## config.mk

```make
export PLATFORM = sky130hd
export DESIGN_NAME = cfgwin_top
export DESIGN_NICKNAME = d
export VERILOG_FILES = /design/src/rtl/cfgwin_pkg.sv /design/src/rtl/cfgwin_seq.sv /design/src/rtl/cfgwin_bank.sv /design/src/rtl/cfgwin_route.sv /design/src/rtl/cfgwin_top.sv
export SDC_FILE = /design/constraint.sdc
export NUM_CORES = 1
export LEC_CHECK = 0
export BUFFER_PORTS_ARGS = -buffer_cell sky130_fd_sc_hd__buf_2
export CORE_UTILIZATION = 44
export DETAILED_ROUTE_END_ITERATION = 8
export PLACE_DENSITY = 0.77
export SETUP_SLACK_MARGIN = 0.1
export SYNTH_ARGS = -nofsm -noshare
export SYNTH_HDL_FRONTEND = slang
export SYNTH_SLANG_ARGS = --single-unit
```

## constraint.sdc

```tcl
create_clock -name clk -period 1.6 [get_ports clk]
set_clock_uncertainty 0.1 [all_clocks]
set_input_delay 0.24 -clock clk [delete_from_list [all_inputs] [get_ports clk]]
set_output_delay 0.24 -clock clk [all_outputs]
set_load 0.03 [all_outputs]
```

## src/rtl/cfgwin_pkg.sv

```systemverilog
package cfgwin_pkg;

   // sequence detector states
   typedef enum logic [1:0] {
      SQ_IDLE  = 2'd0,
      SQ_ONE   = 2'd1,
      SQ_ARMED = 2'd2,
      SQ_OPEN  = 2'd3
   } seq_state_e;

   // configuration byte width
   localparam int CFG_W = 8;

   // offsets used by the unlock sequence
   localparam int OFS_ARM = 1;
   localparam int OFS_KEY = 2;

   // overlay map while the window is open
   localparam int OFS_RDTIM = 0;
   localparam int OFS_WRTIM = 1;
   localparam int OFS_CTRL  = 3;
   localparam int OFS_STRAP = 5;
   localparam int OFS_MISC  = 6;

   // key values and control codes
   localparam logic [CFG_W-1:0] KEY_OPEN   = 8'h03;
   localparam logic [CFG_W-1:0] KEY_CLOSE  = 8'h83;
   localparam logic [CFG_W-1:0] CTRL_HOLD  = 8'h11;
   localparam logic [CFG_W-1:0] CTRL_APPLY = 8'h95;

   // writable bits of the miscellaneous byte
   localparam logic [CFG_W-1:0] MISC_WR_MASK = 8'h7f;

endpackage

```

## src/rtl/cfgwin_seq.sv

```systemverilog
module cfgwin_seq
   import cfgwin_pkg::*;
#(
   parameter int OFS_W = 3
) (
   input  logic             clk,
   input  logic             rst_n,
   input  logic             acc_rd,
   input  logic             acc_wr,
   input  logic [OFS_W-1:0] acc_ofs,
   input  logic             acc_wide,
   input  logic [CFG_W-1:0] acc_lo,
   output logic             open_o
);

   seq_state_e st_q, st_d;
   logic any_acc, arm_rd, key_wr, open_wr, close_wr;

   assign any_acc  = acc_rd | acc_wr;
   assign arm_rd   = acc_rd & ~acc_wr & acc_wide & (acc_ofs == OFS_W'(OFS_ARM));
   assign key_wr   = acc_wr & ~acc_rd & ~acc_wide & (acc_ofs == OFS_W'(OFS_KEY));
   assign open_wr  = key_wr & (acc_lo == KEY_OPEN);
   assign close_wr = key_wr & (acc_lo == KEY_CLOSE);

   always_comb begin
      st_d = st_q;
      unique case (st_q)
         SQ_IDLE: begin
            if (arm_rd) st_d = SQ_ONE;
         end
         SQ_ONE: begin
            if (arm_rd)       st_d = SQ_ARMED;
            else if (any_acc) st_d = SQ_IDLE;
         end
         SQ_ARMED: begin
            if (open_wr)      st_d = SQ_OPEN;
            else if (arm_rd)  st_d = SQ_ARMED;
            else if (any_acc) st_d = SQ_IDLE;
         end
         SQ_OPEN: begin
            if (close_wr) st_d = SQ_IDLE;
         end
         default: st_d = SQ_IDLE;
      endcase
   end

   always_ff @(posedge clk or negedge rst_n) begin
      if (!rst_n) st_q <= SQ_IDLE;
      else        st_q <= st_d;
   end

   assign open_o = (st_q == SQ_OPEN);

endmodule

```

## src/rtl/cfgwin_bank.sv

```systemverilog
module cfgwin_bank
   import cfgwin_pkg::*;
#(
   parameter int NUM_DRIVES = 2,
   parameter int OFS_W      = 3
) (
   input  logic                        clk,
   input  logic                        rst_n,
   input  logic                        wr_en,
   input  logic [OFS_W-1:0]            ofs,
   input  logic [CFG_W-1:0]            wdata,
   input  logic                        strap_in,
   output logic [CFG_W-1:0]            rdata,
   output logic                        live_o,
   output logic [CFG_W-1:0]            misc_o,
   output logic [NUM_DRIVES*CFG_W-1:0] rd_tim_o,
   output logic [NUM_DRIVES*CFG_W-1:0] wr_tim_o
);

   localparam int SEL_W = (NUM_DRIVES > 1) ? $clog2(NUM_DRIVES) : 1;

   logic [CFG_W-1:0] rt_q [NUM_DRIVES];
   logic [CFG_W-1:0] wt_q [NUM_DRIVES];
   logic [CFG_W-1:0] ctrl_q, misc_q;
   logic             live_q;
   logic [SEL_W-1:0] sel;
   logic [CFG_W-1:0] sel_rt, sel_wt;
   logic             hit_rt, hit_wt, hit_ctrl, hit_misc;

   assign hit_rt   = wr_en & (ofs == OFS_W'(OFS_RDTIM));
   assign hit_wt   = wr_en & (ofs == OFS_W'(OFS_WRTIM));
   assign hit_ctrl = wr_en & (ofs == OFS_W'(OFS_CTRL));
   assign hit_misc = wr_en & (ofs == OFS_W'(OFS_MISC));

   // drive select: one drive needs no index bits
   if (NUM_DRIVES > 1) begin : g_multi
      assign sel    = misc_q[SEL_W-1:0];
      assign sel_rt = rt_q[sel];
      assign sel_wt = wt_q[sel];
   end else begin : g_single
      assign sel    = '0;
      assign sel_rt = rt_q[0];
      assign sel_wt = wt_q[0];
   end

   for (genvar d = 0; d < NUM_DRIVES; d++) begin : g_drv
      always_ff @(posedge clk or negedge rst_n) begin
         if (!rst_n) begin
            rt_q[d] <= '0;
            wt_q[d] <= '0;
         end else begin
            if (hit_rt && sel == SEL_W'(d)) rt_q[d] <= wdata;
            if (hit_wt && sel == SEL_W'(d)) wt_q[d] <= wdata;
         end
      end
      assign rd_tim_o[d*CFG_W +: CFG_W] = live_q ? rt_q[d] : '0;
      assign wr_tim_o[d*CFG_W +: CFG_W] = live_q ? wt_q[d] : '0;
   end

   always_ff @(posedge clk or negedge rst_n) begin
      if (!rst_n) begin
         ctrl_q <= CTRL_HOLD;
         live_q <= 1'b0;
         misc_q <= '0;
      end else begin
         if (hit_ctrl) begin
            ctrl_q <= wdata;
            if (wdata == CTRL_HOLD)  live_q <= 1'b0;
            if (wdata == CTRL_APPLY) live_q <= 1'b1;
         end
         if (hit_misc) misc_q <= wdata & MISC_WR_MASK;
      end
   end

   always_comb begin
      rdata = '0;
      if (ofs == OFS_W'(OFS_RDTIM))      rdata = sel_rt;
      else if (ofs == OFS_W'(OFS_WRTIM)) rdata = sel_wt;
      else if (ofs == OFS_W'(OFS_CTRL))  rdata = ctrl_q;
      else if (ofs == OFS_W'(OFS_STRAP)) rdata = {{(CFG_W-1){1'b0}}, strap_in};
      else if (ofs == OFS_W'(OFS_MISC))  rdata = misc_q;
   end

   assign live_o = live_q;
   assign misc_o = misc_q;

endmodule

```

## src/rtl/cfgwin_route.sv

```systemverilog
module cfgwin_route
   import cfgwin_pkg::*;
#(
   parameter int DATA_W = 16,
   parameter int OFS_W  = 3
) (
   input  logic              h_rd,
   input  logic              h_wr,
   input  logic [OFS_W-1:0]  h_ofs,
   input  logic              h_wide,
   input  logic [DATA_W-1:0] h_wdata,
   input  logic              win_open,
   input  logic [CFG_W-1:0]  cfg_rdata,
   input  logic [DATA_W-1:0] tf_rdata,
   output logic              tf_rd,
   output logic              tf_wr,
   output logic [OFS_W-1:0]  tf_ofs,
   output logic              tf_wide,
   output logic [DATA_W-1:0] tf_wdata,
   output logic [DATA_W-1:0] h_rdata,
   output logic              cfg_wr
);

   assign tf_rd    = h_rd & ~win_open;
   assign tf_wr    = h_wr & ~win_open;
   assign tf_ofs   = win_open ? '0 : h_ofs;
   assign tf_wide  = h_wide & ~win_open;
   assign tf_wdata = win_open ? '0 : h_wdata;
   assign cfg_wr   = h_wr & win_open;

   if (DATA_W > CFG_W) begin : g_pad
      assign h_rdata = win_open ? {{(DATA_W-CFG_W){1'b0}}, cfg_rdata} : tf_rdata;
   end else begin : g_nopad
      assign h_rdata = win_open ? cfg_rdata : tf_rdata;
   end

endmodule

```

## src/rtl/cfgwin_top.sv

```systemverilog
module cfgwin_top
   import cfgwin_pkg::*;
#(
   parameter int DATA_W     = 16,
   parameter int OFS_W      = 3,
   parameter int NUM_DRIVES = 2
) (
   input  logic                        clk,
   input  logic                        rst_n,
   input  logic                        h_rd,
   input  logic                        h_wr,
   input  logic [OFS_W-1:0]            h_ofs,
   input  logic                        h_wide,
   input  logic [DATA_W-1:0]           h_wdata,
   output logic [DATA_W-1:0]           h_rdata,
   output logic                        tf_rd,
   output logic                        tf_wr,
   output logic [OFS_W-1:0]            tf_ofs,
   output logic                        tf_wide,
   output logic [DATA_W-1:0]           tf_wdata,
   input  logic [DATA_W-1:0]           tf_rdata,
   input  logic                        strap_slow,
   output logic                        win_open,
   output logic                        tim_live,
   output logic [NUM_DRIVES*CFG_W-1:0] rd_tim_o,
   output logic [NUM_DRIVES*CFG_W-1:0] wr_tim_o,
   output logic [CFG_W-1:0]            misc_o
);

   if (DATA_W != 8 && DATA_W != 16) begin : g_bad_data_w
      $error("cfgwin_top: DATA_W must be 8 or 16");
   end
   if (OFS_W < 3) begin : g_bad_ofs_w
      $error("cfgwin_top: OFS_W must reach offset 6");
   end
   if (NUM_DRIVES < 1 || NUM_DRIVES > 2) begin : g_bad_drives
      $error("cfgwin_top: NUM_DRIVES must be 1 or 2");
   end

   logic [CFG_W-1:0] cfg_rdata;
   logic             cfg_wr;

   cfgwin_seq #(.OFS_W(OFS_W)) seq_i (
      .clk      (clk),
      .rst_n    (rst_n),
      .acc_rd   (h_rd),
      .acc_wr   (h_wr),
      .acc_ofs  (h_ofs),
      .acc_wide (h_wide),
      .acc_lo   (h_wdata[CFG_W-1:0]),
      .open_o   (win_open)
   );

   cfgwin_route #(.DATA_W(DATA_W), .OFS_W(OFS_W)) route_i (
      .h_rd      (h_rd),
      .h_wr      (h_wr),
      .h_ofs     (h_ofs),
      .h_wide    (h_wide),
      .h_wdata   (h_wdata),
      .win_open  (win_open),
      .cfg_rdata (cfg_rdata),
      .tf_rdata  (tf_rdata),
      .tf_rd     (tf_rd),
      .tf_wr     (tf_wr),
      .tf_ofs    (tf_ofs),
      .tf_wide   (tf_wide),
      .tf_wdata  (tf_wdata),
      .h_rdata   (h_rdata),
      .cfg_wr    (cfg_wr)
   );

   cfgwin_bank #(.NUM_DRIVES(NUM_DRIVES), .OFS_W(OFS_W)) bank_i (
      .clk      (clk),
      .rst_n    (rst_n),
      .wr_en    (cfg_wr),
      .ofs      (h_ofs),
      .wdata    (h_wdata[CFG_W-1:0]),
      .strap_in (strap_slow),
      .rdata    (cfg_rdata),
      .live_o   (tim_live),
      .misc_o   (misc_o),
      .rd_tim_o (rd_tim_o),
      .wr_tim_o (wr_tim_o)
   );

endmodule

```

# == Word-level counts from Yosys, hierarchy flattened ==
# Index checks and enable logic that the tools add are counted.
# classes
order_cmp,1
n_eq_ne,14
n_mux,26
bitwise,23
n_reduce_logical,9
# ops
op,n
8-bit two-way mux,14
16-bit two-way mux,2
1-bit bitwise AND,16
8-bit equality test (second input constant),2
2-bit two-way mux,5
8-bit by 2-bit equality test with 1-bit output (second input constant),1
8-bit by 5-bit equality test with 1-bit output (second input constant),1
2-bit one-hot mux with 4 select lines,1
7-bit two-way mux,1
3-bit by 2-bit equality test with 1-bit output (second input constant),2
3-bit equality test (second input constant),2
1-bit NOT,5
2-bit equality test (second input constant),2
1-bit logical AND,4
2-bit AND reduction,2
3-bit by 1-bit equality test with 1-bit output (second input constant),1
3-bit logical NOT,1
3-bit two-way mux,1
2-bit by 1-bit equality test with 1-bit output (second input constant),1
2-bit greater-or-equal comparator (second input constant),1
2-bit logical NOT,1
1-bit two-way mux,2
2-bit by 1-bit inequality test with 1-bit output (second input constant),1
2-bit inequality test (second input constant),1
other kinds (3),3
# word_totals
ff_bits,50
input_bits,41
out_inout_bits,80
elab_cells,81

# == Logic depth before layout (Yosys ltp) ==
# Gate-level depths: netlist of the first run.
# logic_depth
word_depth,7
depth_mapped,6
depth_no_buf,5

# == By module ==
# A second synthesis of the first run with hierarchy kept.
# unflattened
hier_cells,276
hier_area_um2,3029.2
# modules_own_cells
module,n_inst,cells_per_inst,area_per_inst_um2,seq_area_each_um2
cfgwin_bank,1,213,2536.2,1203.7
cfgwin_route,1,43,316.6,0.0
cfgwin_seq,1,20,176.4,50.0

# == Least setup slack after synthesis of the first run ==
# OpenSTA, ideal clock, no wires.
# synth_path
path_type,reg-to-output
from,register bank_i.misc_q[0] (netlist: bank_i.misc_o[0])
to,output h_rdata[0]
arrival_ns,2.143
required_time_ns,1.260
slack_ns,-0.883
path_stages_with_launch,5
n_path_buf,2
path_cell_list,dfrtp_1 > clkbuf_1 > buf_2 > a221oi_1 > o41ai_1
# synth_between
elab_chain_len,7
word_cells_on_any_way,13
classes_between,12 x mux; 1 x bitwise
# synth_lines
element,line,rtl
from (decl),cfgwin_bank.sv:24,"logic [CFG_W-1:0] ctrl_q, misc_q;"
from (signal assigned),cfgwin_bank.sv:71,if (hit_misc) misc_q <= wdata & MISC_WR_MASK;
1-bit NOT with 2-bit output (not written as such),"cfgwin_bank.sv:38, cfgwin_bank.sv:39",
8-bit two-way mux (not written as such) (3 in a row),cfgwin_bank.sv:39,assign sel_wt = wt_q[sel];
8-bit two-way mux,cfgwin_bank.sv:78,else if (ofs == OFS_W'(OFS_WRTIM)) rdata = sel_wt;
8-bit two-way mux (*),cfgwin_bank.sv:77,if (ofs == OFS_W'(OFS_RDTIM)) rdata = sel_rt;
16-bit two-way mux (*),cfgwin_route.sv:32,"assign h_rdata = win_open ? {{(DATA_W-CFG_W){1'b0}}, cfg_rdata} : tf_rdata;"
to (decl),cfgwin_top.sv:15,"output logic [DATA_W-1:0] h_rdata,"
# Mark *: on every way between the ends. The rest lies on a longest branch, timed or not. The select of a mux whose other input is x is not followed.

# == Worst setup path in the final report of the first run ==
# layout_path
from,register bank_i.misc_q[0] (netlist: bank_i.misc_o[0])
to,output h_rdata[2]
# layout_between
elab_chain_len,7
word_cells_on_any_way,10
classes_between,9 x mux; 1 x bitwise
# layout_lines
element,line
1-bit NOT with 2-bit output (not written as such) (*),"cfgwin_bank.sv:38, cfgwin_bank.sv:39"
8-bit two-way mux (not written as such) (3 in a row),cfgwin_bank.sv:39
8-bit two-way mux,cfgwin_bank.sv:78
8-bit two-way mux (*),cfgwin_bank.sv:77
16-bit two-way mux (*),cfgwin_route.sv:32
# Marks and branches as above.

==> impl_results.md, run 1 <==
* Yosys reg bits at 50
* CP Data Arrival Time at 1.89 ns
* Pleak at 2.68 nW
* Inserted Clock Buffers at 5
* Inserted Diodes at 0
* M1 WL at 4.75 mm
* Largest net degree at the start of global routing at 51
* CTS root buf: clkbuf_8
* Placer Congestion at 0.818
* H-tree depth at 2
* Tot GR Track Use at 0.335
* CP endpoint kind: output pin
* Multi-input logic area at 2130 µm²
* Mux share of post-synthesis cell area at 0.234
* Antenna violations before repair at 0
* Final wirelength at 12.0 mm
* Iteration-0 DRC Markers at 257
* Commonest non-fill, non-tap cell in the layout: buf_6
* Final ANT Viol Nets at 0
* Routed met3 length at 950 µm
* Syn Area/Cell at 10.8 µm²
* Post-route setup slack at -0.626 ns
* Simple-gate area share of the yosys netlist at 0.217
* Register area at 1260 µm²
* CP startpoint: bank_i.misc_o[0]
* Clock sinks at 50
* # DRC at 30
* Core area at 6420 µm²
* CTS tree: yes
* Compound-gate portion of the synthesized area at 0.0857
* Ys Warns at 0
* Yosys top cell by area: dfrtp_1
* Vias in the first global route at 3241
* Vias per cell at 5.74
* Synth top area share at 0.407
* Largest family of logic cells by synthesized area: multiplexers
* Hold slack final at 0.251 ns
* IO Pins at 121
* Crit Path Category: reg2out
* Period Utilization, post-route at 1.39
* Failing checks: DRC, setup timing
* Worst hold path type: in2reg
* Critical-path maximum fanout at 13
* Fin. max-slew vios at 0
* Rows at 29
* Sequential area share after synthesis at 0.425
* Most frequent cells in the layout: 89 x buf_6, 61 x and2_4, 47 x mux2_4, 47 x buf_2, 46 x dfrtp_1
* Port Buf Inserts at 119
* Library cells used by synthesis at 42
* Post-Syn Instances at 273
* Clock transition at the registers of the reported paths at 0.11 ns
* Fmax at 449 MHz
* Tmin final at 2.23 ns
* Top_reg_cell synth: dfrtp_1
* Status: finished, violations left
* First-pass DRT Iterations at 6
* Syn_nets at 314
* Endpoints failing setup at 110
* Final Hold Fails at 0
* Clk_lat worst skew at 0.31 ns
* Reg-to-reg slack, setup at -0.28 ns
* RSZ-0062 raised after global routing: yes
* Top post-synthesis cells by area: dfrtp_1 41%, mux2_2 18%, and2_1 13%, mux2i_1 5.4%, a22o_1 2.1%
* First-pass GRT wire length at 18.1 mm
* Worst vdd ir at 0.352 mV
* Area growth syn-to-layout at 88.2%
* Highest routed layer: met4
* Initial Utilization at 0.459
* Die H at 83.9 µm
* Vias at 3058
* R2R Path End: bank_i.rt_q[15]
* Share of cells above drive strength 1 at 0.779
* Startpoint Class: flop
* Post-synth EDFFs at 0
* Worst R2R Start: seq_i.st_q[1]
* Number of fill cells at 269
* R2R depth at 9
* Worst Path Required at 1.26 ns
* Remaining Overflow, GRT at 0
* Final nets at 496
* CP endpoint: h_rdata[2]
* Power per cell area at 473 nW/µm²
* Synthesized cell area at 2950 µm²
* Routed WL per cell at 22.5 µm
* Post-Synth Adder-Cell Area at 0
* Die X at 83.9 µm
* DP HPWL at 6.24 mm
* Post-synthesis async set-or-reset flop share at 1.00
* TNS Setup at -20.50 ns
* Die Area at 7030 µm²
* Max Cap Violations at 0
* XOR/XNOR share of the synthesized area at 0
* WL met2 at 5.99 mm
* Worst-case clock buffer depth at 2
cells in the mapped netlist (2+ instances only):
library cell,number
o22ai_1,6
mux2i_1,16
dfrtp_1,48
a211oi_1,2
buf_6,3
o21ai_0,9
nor2b_1,5
nor2_2,2
nand2_1,11
a22o_1,7
and2_1,61
dfstp_2,2
inv_1,2
a21oi_1,7
buf_2,4
clkbuf_1,11
or4b_1,2
nor3_4,2
nor2_1,3
nor3b_1,2
mux2_2,47
layer usage:
layer	vias up	GRT usage
met4	0	0.129
met2	178	0.575
li1	1321	-
met3	30	0.0831
met5	-	0
met1	1529	0.405
worst min path at each step:
stage	cells after the start	slack (ns)	from	endpoint
2_1_floorplan	0	-0.16	rst_n	bank_i.ctrl_q[1]
3_3_place_gp	2	0.15	rst_n	bank_i.wt_q[4]
3_5_place_dp	2	0.15	rst_n	bank_i.wt_q[5]
4_1_cts	2	0.24	h_wdata[7]	bank_i.rt_q[15]
5_1_grt	3	0.24	h_wdata[5]	bank_i.rt_q[13]
6_report	3	0.25	h_wdata[5]	bank_i.rt_q[13]
sequential cells by signal (all words and copies together), names as in the netlist:
signal and count:
bank_i.rt_q 16, bank_i.wt_q 16, bank_i.ctrl_q 8, bank_i.misc_o 7, seq_i.st_q 2, bank_i.live_o 1
through the flow:
step / power [mW] / cells / instance area [µm²] / utilization / setup slack (ns)
final: 2.63 / 533 / 5550 / 0.864 / -0.626
after global routing: 2.71 / 533 / 5550 / 0.864 / -0.646
after CTS: 2.59 / 531 / 5420 / 0.844 / -0.507
after detailed placement: 1.70 / 492 / 4120 / 0.642 / -0.376
after global placement: 1.69 / 492 / 4120 / 0.642 / -0.321
after floorplan: 1.49 / 273 / 3150 / - / -0.243
area by class of cell:
class	instances	area share
multi-input combinational	202	0.383
timing repair buffer	194	0.354
sequential	50	0.226
tap	77	0.0174
clock buffer	5	0.0124
clock inverter	3	0.00518
inverter	2	0.00203
report_power, final:
part / switching [mW] / internal [mW] / total, mW
registers: 0.000451 / 1.26 / 1.26
logic: 0.295 / 0.248 / 0.543
clock network: 0.495 / 0.325 / 0.820
total: 0.790 / 1.84 / 2.63
logic make-up (layout without fill, tap and decap cells):
group	count (synthesis)	in the layout
AOI/OAI and AO/OA	38	38
and+or+nand+nor	100	100
buffers and inverters	21	204
other	1	1
DFF	50	50
muxes	63	63
worst max-delay path, stage by stage, from the launching register on:
cell and delay, ns:
dfrtp_2 0.48, buf_12 0.20, mux2i_2 0.29, o22ai_1 0.17, a21oi_2 0.20, o21ai_2 0.08, buf_6 0.13
timing repair:
action | 4_1_cts | 5_1_grt
hold buffers | 1 | 0
pin swaps | 34 | 15
buffers inserted | 21 | 8
endpoints found under the setup margin | 121 | 123
gates resized for setup | 262 | 42
gates cloned | 9 | 0
endpoints found under the hold margin | 48 | 0
(Power assumes the default switching activity.)
==> inputs of run 2 (changes only) <==
--- a/config.mk
+++ b/config.mk
@@ -6,9 +6,12 @@
 export NUM_CORES = 1
 export LEC_CHECK = 0
 export BUFFER_PORTS_ARGS = -buffer_cell sky130_fd_sc_hd__buf_2
+export CORE_MARGIN = 2
 export CORE_UTILIZATION = 44
 export DETAILED_ROUTE_END_ITERATION = 8
+export GPL_TIMING_DRIVEN = 0
 export PLACE_DENSITY = 0.77
+export RECOVER_POWER = 100
 export SETUP_SLACK_MARGIN = 0.1
 export SYNTH_ARGS = -nofsm -noshare
 export SYNTH_HDL_FRONTEND = slang
==> impl_results.md, run 2 (synthesis gave the netlist of run 1 again) <==
* Clk_lat worst skew at 0.32 ns (was 0.31 ns)
* Final wirelength at 10.8 mm (was 12.0 mm)
* Post-route setup slack at -0.540 ns (was -0.626 ns)
* Worst-case clock buffer depth at 2 (unchanged)
* Inserted Clock Buffers at 5 (unchanged)
* Remaining Overflow, GRT at 0 (unchanged)
* Die Area at 7370 µm² (was 7030 µm²)
* Initial Utilization at 0.459 (unchanged)
* Pleak at 2.48 nW (was 2.68 nW)
* Worst hold path type: in2async (was in2reg)
* Rel. slew slack at 0.153
* IO Pins at 121 (unchanged)
* Status: finished, violations left (unchanged)
* CTS root buf: clkbuf_8 (unchanged)
* Inserted Diodes at 0 (unchanged)
* Post-CTS Hold Buffers at 0 (was 1)
* Fmax at 467 MHz (was 449 MHz)
* Commonest non-fill, non-tap cell in the layout: buf_6 (unchanged)
* Area growth syn-to-layout at 77.5% (was 88.2%)
* Power per cell area at 518 nW/µm² (was 473 nW/µm²)
* Area after DPL at 3840 µm² (was 4120 µm²)
* Clock transition at the registers of the reported paths at 0.10 ns (was 0.11 ns)
* Die X at 85.9 µm (was 83.9 µm)
* Vias per cell at 5.58 (was 5.74)
* Critical-path maximum fanout at 10 (was 13)
* Inst Count DP at 469 (was 492)
* Finished Cell Area at 5230 µm² (was 5550 µm²)
* H-tree depth at 2 (unchanged)
* CP Data Arrival Time at 1.80 ns (was 1.89 ns)
* Final nets at 473 (was 496)
* Worst vdd ir at 0.676 mV (was 0.352 mV)
* # DRC at 15 (was 30)
* Rows at 29 (unchanged)
* Worst Path Required at 1.26 ns (about the same)
* RSZ-0062 raised after global routing: yes (unchanged)
* Clock sinks at 50 (unchanged)
* Crit Path Category: reg2out (unchanged)
* Core area at 6420 µm² (unchanged)
* Routed WL per cell at 21.1 µm (was 22.5 µm)
* First-pass DRT Iterations at 8 (was 6)
* Final Hold Fails at 0 (unchanged)
* Share of cells above drive strength 1 at 0.755 (was 0.779)
* Placer Congestion at 0.779 (was 0.818)
* Die H at 85.9 µm (was 83.9 µm)
* CP endpoint kind: output pin (unchanged)
* Vias in the first global route at 2803 (was 3241)
* Port Buf Inserts at 119 (unchanged)
* Worst slew pin tran at 1.27 ns
* Biggest regs: bank_i.rt_q x16, bank_i.wt_q x16, bank_i.ctrl_q x8 (unchanged)
* First-pass GRT wire length at 15.1 mm (was 18.1 mm)
* Tot GR Track Use at 0.267 (was 0.335)
* Failing checks: DRC, setup timing (unchanged)
* Startpoint Class: flop (unchanged)
* Max Cap Violations at 0 (unchanged)
* Period Utilization, post-route at 1.34 (was 1.39)
* Antenna violations before repair at 0 (unchanged)
* CTS tree: yes (unchanged)
* Fin. max-slew vios at 0 (unchanged)
* Tmin final at 2.14 ns (was 2.23 ns)
* Endpoints failing setup at 113 (was 110)
* Pre-CTS setup slack at -0.519 ns (was -0.376 ns)
* Largest net degree at the start of global routing at 51 (unchanged)
* Final ANT Viol Nets at 0 (unchanged)
* Vias at 2844 (was 3058)
* DP HPWL at 6.09 mm (was 6.24 mm)
* Most frequent cells in the layout: 92 x buf_6, 60 x and2_4, 44 x dfrtp_1 (was 89 x buf_6, 61 x and2_4, 47 x mux2_4, 47 x buf_2, 46 x dfrtp_1)
* Iteration-0 DRC Markers at 180 (was 257)
* Layout Cells excl Fill at 510 (was 533)
[run 2: cell count changes in the layout (fill, tap and decap cells not counted), sizes merged]
cell,delta
buf,-37
clkbuf,+17
clkinv,-2
bufinv,+1
dlygate4sd3,-1
inv,-1
[run 2: layout make-up]
type | instances | area (µm²)
clock inverter | 1 | 30.0
buffer | 17 | 201
fill | 368 | 1190
sequential | 50 | 1260
multi-input combinational | 202 | 2070
timing repair buffer | 154 | 1480
tap | 77 | 96.3
clock buffer | 7 | 86.3
inverter | 2 | 11.3
[run 2: final timing paths]
| check | startpoint | endpoint | slack, ns | cells after the start |
|---|---|---|---|---|
| setup reg to reg | seq_i.st_q[0] | bank_i.rt_q[10] | -0.22 | 8 |
| hold / removal | rst_n | bank_i.wt_q[4] | 0.07 | 1 |
| hold reg to reg | bank_i.ctrl_q[7] | bank_i.ctrl_q[7] | 0.41 | 1 |
| min in group clk | h_wdata[3] | bank_i.rt_q[11] | 0.10 | 2 |
| setup / recovery | bank_i.misc_o[0] | h_rdata[5] | -0.54 | 7 |
| max in group asynchronous | rst_n | seq_i.st_q[0] | 0.46 | 1 |
[run 2: report_power, final]
part | total, mW | switching, mW | internal (mW)
logic | 0.497 | 0.278 | 0.219
registers | 1.26 | 0.000496 | 1.26
clock network | 0.952 | 0.442 | 0.510
[run 2: timing repair]
action / CTS / global route
gates cloned: 2 / 4
buffers inserted: 21 / 10
endpoints found under the setup margin: 121 / 122
gates resized for setup: 221 / 80
endpoints found under the hold margin: 0 / 0
pin swaps: 11 / 27
[run 2: worst max-delay path, cell delays in order, from the launching register on]
cell and delay, ns:
dfrtp_2 0.39, buf_8 0.12, buf_8 0.16, mux2i_2 0.26, o22ai_2 0.13, a21oi_2 0.17
o21ai_2 0.07, buf_2 0.18
[run 2: stage by stage]
stage	utilization	hold WS [ns]	power, mW	setup TNS [ns]
after detailed placement	0.598	0.395	1.66	-19.48
after global placement	0.598	0.389	1.66	-16.71
after CTS	0.767	0.0784	2.66	-13.59
after global routing	0.815	0.0809	2.80	-23.67
final	0.815	0.0726	2.71	-17.59
after floorplan	-	-0.156	1.49	-6.89
[run 2: per-layer routing]
layer  vias up  global-route usage  share of wire
li1       1270                   -              -
met3        12              0.0568          0.064
met1      1437               0.359           0.42
met4         0              0.0620          0.012
met2       125               0.445           0.51
met5         -                   0              0
